<file path="src/rtl/lsc_pkg.sv">
// Shared types for the channel start-up and lock controller.
// Assumes: nothing beyond IEEE 1800-2017.
package lsc_pkg;

    // Terminal-level sequence.
    typedef enum logic [1:0] {
        TS_RESET   = 2'd0,
        TS_INIT    = 2'd1,
        TS_STARTUP = 2'd2,
        TS_RUNNING = 2'd3
    } term_st_t;

    // Per-channel sub-state.
    typedef enum logic [1:0] {
        CH_OFF  = 2'd0,
        CH_SEEK = 2'd1,
        CH_LIVE = 2'd2
    } chan_st_t;

endpackage

</file>
<file path="src/rtl/lsc_seq.sv">
// Terminal sequencer: RESET -> INIT -> STARTUP <-> RUNNING.
// Drives the buffer-pointer clear, the channel arm and protection enable.
// Assumes: lock_ok and live_vec are registered outputs of sibling blocks.
module lsc_seq
    import lsc_pkg::*;
#(
    parameter int NUM_CH = 3,
    parameter int REQ_CH = 2
) (
    input  logic              clk,
    input  logic              rst_n,
    input  logic              init_done,
    input  logic              lock_ok,
    input  logic [NUM_CH-1:0] live_vec,
    output logic              buf_ptr_clr,
    output logic              arm,
    output logic              prot_en
);
    localparam int CNT_W = $clog2(NUM_CH + 1);

    term_st_t   st_q, st_nxt;
    logic [CNT_W-1:0] live_cnt;
    logic       enough;

    // Count channels currently in service.
    always_comb begin
        live_cnt = '0;
        for (int i = 0; i < NUM_CH; i++) begin
            live_cnt = live_cnt + CNT_W'(live_vec[i]);
        end
        enough = (live_cnt >= CNT_W'(REQ_CH)) && lock_ok;
    end

    // Next-state decision for the terminal sequence.
    always_comb begin
        st_nxt = st_q;
        case (st_q)
            TS_RESET:   st_nxt = TS_INIT;
            TS_INIT:    if (init_done) st_nxt = TS_STARTUP;
            TS_STARTUP: if (enough) st_nxt = TS_RUNNING;
            TS_RUNNING: if (!enough) st_nxt = TS_STARTUP;
            default:    st_nxt = TS_RESET;
        endcase
    end

    // State and registered outputs decoded from the next state.
    always_ff @(posedge clk) begin
        if (!rst_n) begin
            st_q        <= TS_RESET;
            buf_ptr_clr <= 1'b1;
            arm         <= 1'b0;
            prot_en     <= 1'b0;
        end else begin
            st_q        <= st_nxt;
            buf_ptr_clr <= (st_nxt == TS_RESET) || (st_nxt == TS_INIT);
            arm         <= (st_nxt == TS_STARTUP) || (st_nxt == TS_RUNNING);
            prot_en     <= (st_nxt == TS_RUNNING);
        end
    end
endmodule

</file>
<file path="src/rtl/lsc_chan.sv">
// One channel: OFF until armed, SEEK (start-up transmit) until a
// message arrives, LIVE until a failure strobe. Emits a one-cycle filter
// start on each SEEK -> LIVE move. Assumes strobes are one clock wide or
// level; a failure wins over a same-cycle arrival.
module lsc_chan
    import lsc_pkg::*;
(
    input  logic clk,
    input  logic rst_n,
    input  logic arm,
    input  logic arrive,
    input  logic fail,
    output logic tx_fmt,
    output logic live,
    output logic filt_start
);
    chan_st_t st_q, st_nxt;

    // Next sub-state for this channel.
    always_comb begin
        st_nxt = st_q;
        if (!arm) begin
            st_nxt = CH_OFF;
        end else begin
            case (st_q)
                CH_OFF:  st_nxt = CH_SEEK;
                CH_SEEK: if (arrive) st_nxt = CH_LIVE;
                CH_LIVE: if (fail) st_nxt = CH_SEEK;
                default: st_nxt = CH_OFF;
            endcase
        end
    end

    // Sub-state and registered per-channel outputs.
    always_ff @(posedge clk) begin
        if (!rst_n) begin
            st_q       <= CH_OFF;
            tx_fmt     <= 1'b0;
            live       <= 1'b0;
            filt_start <= 1'b0;
        end else begin
            st_q       <= st_nxt;
            tx_fmt     <= (st_nxt == CH_SEEK);
            live       <= (st_nxt == CH_LIVE);
            filt_start <= (st_nxt == CH_LIVE) && (st_q == CH_SEEK);
        end
    end
endmodule

</file>
<file path="src/rtl/lsc_lock.sv">
// Lock test: flags lock while the uncertainty is strictly below the
// threshold and the terminal has left init. Re-evaluated every cycle.
// Assumes both values are unsigned in the same units.
module lsc_lock #(
    parameter int UNC_W = 16
) (
    input  logic             clk,
    input  logic             rst_n,
    input  logic             arm,
    input  logic [UNC_W-1:0] unc,
    input  logic [UNC_W-1:0] limit,
    output logic             lock_ok
);
    // Registered threshold comparison.
    always_ff @(posedge clk) begin
        if (!rst_n) lock_ok <= 1'b0;
        else        lock_ok <= arm && (unc < limit);
    end
endmodule

</file>
<file path="src/rtl/link_startup_ctrl.sv">
// Channel start-up and lock controller top. Wires the terminal
// sequencer, one channel unit per link and the lock test.
// Assumes synchronous active-low reset; all outputs come from registers.
module link_startup_ctrl #(
    parameter int NUM_CH = 3,
    parameter int REQ_CH = 2,
    parameter int UNC_W  = 16
) (
    input  logic              clk,
    input  logic              rst_n,
    input  logic              init_done,
    input  logic [NUM_CH-1:0] msg_arrive,
    input  logic [NUM_CH-1:0] chan_fail,
    input  logic [UNC_W-1:0]  clk_uncert,
    input  logic [UNC_W-1:0]  uncert_limit,
    output logic              buf_ptr_clr,
    output logic [NUM_CH-1:0] tx_startup_fmt,
    output logic [NUM_CH-1:0] chan_live,
    output logic [NUM_CH-1:0] filt_start,
    output logic              lock_ok,
    output logic              prot_en
);
    logic arm;

    // Terminal-level sequence.
    lsc_seq #(.NUM_CH(NUM_CH), .REQ_CH(REQ_CH)) u_seq (
        .clk         (clk),
        .rst_n       (rst_n),
        .init_done   (init_done),
        .lock_ok     (lock_ok),
        .live_vec    (chan_live),
        .buf_ptr_clr (buf_ptr_clr),
        .arm         (arm),
        .prot_en     (prot_en)
    );

    // One channel unit per link.
    for (genvar g = 0; g < NUM_CH; g++) begin : g_ch
        lsc_chan u_chan (
            .clk        (clk),
            .rst_n      (rst_n),
            .arm        (arm),
            .arrive     (msg_arrive[g]),
            .fail       (chan_fail[g]),
            .tx_fmt     (tx_startup_fmt[g]),
            .live       (chan_live[g]),
            .filt_start (filt_start[g])
        );
    end

    // Clock uncertainty lock test.
    lsc_lock #(.UNC_W(UNC_W)) u_lock (
        .clk     (clk),
        .rst_n   (rst_n),
        .arm     (arm),
        .unc     (clk_uncert),
        .limit   (uncert_limit),
        .lock_ok (lock_ok)
    );
endmodule

</file>
<file path="config.mk">
export PLATFORM = sky130hd
export DESIGN_NAME = link_startup_ctrl
export DESIGN_NICKNAME = d
export VERILOG_FILES = /design/src/rtl/lsc_pkg.sv /design/src/rtl/lsc_seq.sv /design/src/rtl/lsc_chan.sv /design/src/rtl/lsc_lock.sv /design/src/rtl/link_startup_ctrl.sv
export SDC_FILE = /design/constraint.sdc
export NUM_CORES = 1
export LEC_CHECK = 0
export ABC_CLOCK_PERIOD_IN_PS = 2580
export BUFFER_PORTS_ARGS = -buffer_cell sky130_fd_sc_hd__clkbuf_2
export CAP_MARGIN = 30
export CELL_PAD_IN_SITES_DETAIL_PLACEMENT = 1
export CELL_PAD_IN_SITES_GLOBAL_PLACEMENT = 2
export CORE_MARGIN = 3
export CORE_UTILIZATION = 28
export CTS_BUF_LIST = sky130_fd_sc_hd__clkbuf_8
export DETAILED_ROUTE_END_ITERATION = 12
export GPL_TIMING_DRIVEN = 0
export PLACE_DENSITY = 0.83
export SLEW_MARGIN = 10
export SYNTH_ARGS = -nofsm -noshare
export SYNTH_HDL_FRONTEND = slang
export SYNTH_SLANG_ARGS = --single-unit
</file>
<file path="constraint.sdc">
create_clock -name clk -period 2.58 [get_ports clk]
set_input_delay 0 -clock clk [delete_from_list [all_inputs] [get_ports clk]]
set_output_delay 0 -clock clk [all_outputs]
set_load 0.01 [all_outputs]
</file>
==> results.toml <==
[cells_and_area]
register_area_sq_um = 420
area_growth_pct = 33.3
fin_cells = 228
multi_input_area_sq_um = 538
fillers = 466
mostFrequentLayoutCell = "clkbuf_2"
num_antenna_cells = 0
drive_above_1_share_pct = 36.7
final_cell_mix = "clkbuf_2 (52), dfxtp_1 (21), inv_1 (19)"
nNetsFinal = 238

[logic_synthesis]
synth-seq-cells = 21
syn_inst = 124
syn_avg_cell_area_sq_um = 8.88
yosys-top-cells-area = "dfxtp_1 (38%), ha_1 (18%), inv_1 (6.5%)"
syn-num-nets = 181
synth.distinct_cells = 25
synth_top_area_share_pct = 38.2
yosysSeqAreaShare_pct = 38.2
netlist_area_sq_mm = 0.00110
synth_area_leader_cell = "dfxtp_1"
synth-edff-count = 0
yosysWarnings = 0
synth_ff_type = "dfxtp_1"
ys_async_sr_fraction_pct = 0

[floorplan]
die_w_um = 68.7
die_area_sq_mm = 0.00472
core-area_sq_mm = 0.00372
fp.dieH_um = 68.7
pin_count = 53
start_util_pct = 29.6
num_rows = 22

[min_path]
hp-class = "primary input to flop"

[grt]
grtUsageMet1_pct = 12.2
grt_pass1_vias = 971
met3_usage_pct = 3.24
overflow = 0
grt_util_all_layers_pct = 11.0
antenna_found_initial = 0
grtUsageMet2_pct = 20.7
grt_max_degree = 13
grt_busiest_layer = "met2"
grt_pass1_wl_um = 3980

[worst_setup_path]
worstPathMaxFanout = 4
critPathRequiredTime_ns = 2.74
path_buf_inv = 0
path_cells = "nand2_2 > or4_1 > a221o_1 > o32ai_1"
critPathTopFamily = "compound AO/OA/AOI/OAI gates"
crit_path_max_incr_delay_ns = 0.39
path_class = "flop to flop"
slowest_stage = "or4_1"
start_kind = "flop"
end_kind = "flop"
cp.arrival_ns = 1.55

[sta]
slew_headroom_pct = 69.2
finClkSkew_ns = 0.00193
slew_violations = 0
finalSetupTns_ns = 0
setup_ws_ns = 1.19
rsz0062_at_grt = "no"
holdWs_ns = 0.0301
final_hold_viol_count = 0
fin_crit_ns = 1.39
max_freq_mhz = 721
setup_viol = 0
worstMarginPinSlew_ns = 0.450
fin_crit_sh_pct = 53.7

[pwr]
p_switching_w = 0.000154
seq_power_share_pct = 51.9
max-vdd-ir-drop_mv = 0.173
p_int_w = 0.000500
netSwitchingFraction_pct = 23.6
power_frac_comb_pct = 16.4
leakage_nw = 0.820
pwr_density_cell_mw_per_mm2 = 446
power_frac_clock_pct = 31.7

[clocking]
cts.reportedPaths.clkPinSlew_ns = 0.07
tritoncts = "built"
h-tree-depth = 1
clkLatencyLatePin_ns = 0.25
cts-root-buf = "clkbuf_8"
numCtsBuffers = 3
cts_setup_buffers = 0
cts_max_path_buffers = 2
clock-sinks = 21
cts_resized = 0
hold_buffers = 0

[route]
drt_iter0_drc = 12
wire_per_inst_um = 11.0
firstDrtPassIters = 2
ant_nets = 0
drc = 0
viasPerCell = 4.43
vias = 1009
wirelength_um = 2510

[place]
numPortBuffers = 52
hpwl_um = 2250
placed_cells = 224
place.gp.congestion = 0.716
dp_slack_ns = 1.20

[status]
status = "finished clean"

[flow_run]
maxCapViolations = 0
## registers in the layout (all words and copies together), names as in the netlist
| name | cells |
|---|---|
| u_seq.st_q | 2 |
| g_ch.u_chan.filt_start | 3 |
| g_ch.u_chan.st_q | 6 |
| u_lock.lock_ok | 1 |
| g_ch.u_chan.tx_fmt | 3 |
| u_seq.prot_en | 1 |
| u_seq.arm | 1 |
| u_seq.buf_ptr_clr | 1 |
| g_ch.u_chan.live | 3 |
## metrics by stage
| stage | power [W] | area [sq um] | utilization (%) |
|---|---|---|---|
| floorplan | 0.000404 | 1100 | - |
| global placement | 0.000450 | 1420 | 38.2 |
| detailed placement | 0.000457 | 1420 | 38.2 |
| CTS | 0.000670 | 1470 | 39.5 |
| global route | 0.000700 | 1470 | 39.5 |
| finish | 0.000654 | 1470 | 39.5 |
## synthesized netlist by cell type (all sizes together) (2+ instances only)
| cell type | number |
|---|---|
| a31oi | 3 |
| a21o | 3 |
| nor3b | 3 |
| inv | 19 |
| o22a | 3 |
| a21oi | 5 |
| nand3 | 3 |
| o21a | 4 |
| nor2 | 17 |
| nor2b | 2 |
| and3 | 3 |
| buf | 9 |
| dfxtp | 21 |
| nand4 | 2 |
| nand2b | 2 |
| ha | 16 |
| nand2 | 2 |
## final cells by class
class	instances	share of cell area (%)
timing repair buffer	52	17.7
sequential	21	28.6
clock inverter	1	0.341
buffer	10	4.86
tap	48	4.09
multi-input combinational	74	36.7
clock buffer	3	2.81
inverter	19	4.86
## cells by family (layout without fill, tap and decap cells)
logic type               Yosys count  after routing  synth area share (%)
AND/OR/NAND/NOR                   37             37                  17.0
flip-flops                        21             21                  38.2
buffers and inverters             29             85                  13.0
AO/OA/AOI/OAI                     21             21                  13.6
adder cells (fa/ha/maj)           16             16                  18.2
## path summary, 6_finish.rpt
check	slack, ns	cells after the start	endpoint	from
setup / recovery	1.19	4	u_lock.lock_ok	u_seq.arm
hold / removal	0.03	2	u_seq.st_q[0]	rst_n
setup reg to reg	1.19	4	u_lock.lock_ok	u_seq.arm
hold reg to reg	0.47	2	u_seq.prot_en	u_seq.st_q[1]
## layer usage
| layer | vias up | routed length, um |
|---|---|---|
| met2 | 29 | 1270 |
| li1 | 524 | - |
| met4 | 0 | 23 |
| met5 | - | 0 |
| met1 | 454 | 1030 |
| met3 | 2 | 188 |
## power groups by stage
stage	combinational, W	sequential, W	clock, W
4_1_cts	0.000110	0.000340	0.000220
2_1_floorplan	0.0000568	0.000347	0
6_report	0.000107	0.000340	0.000207
3_5_place_dp	0.000110	0.000347	0
5_1_grt	0.000123	0.000341	0.000236
3_3_place_gp	0.000103	0.000346	0
Power figures use the tool's default switching activity.
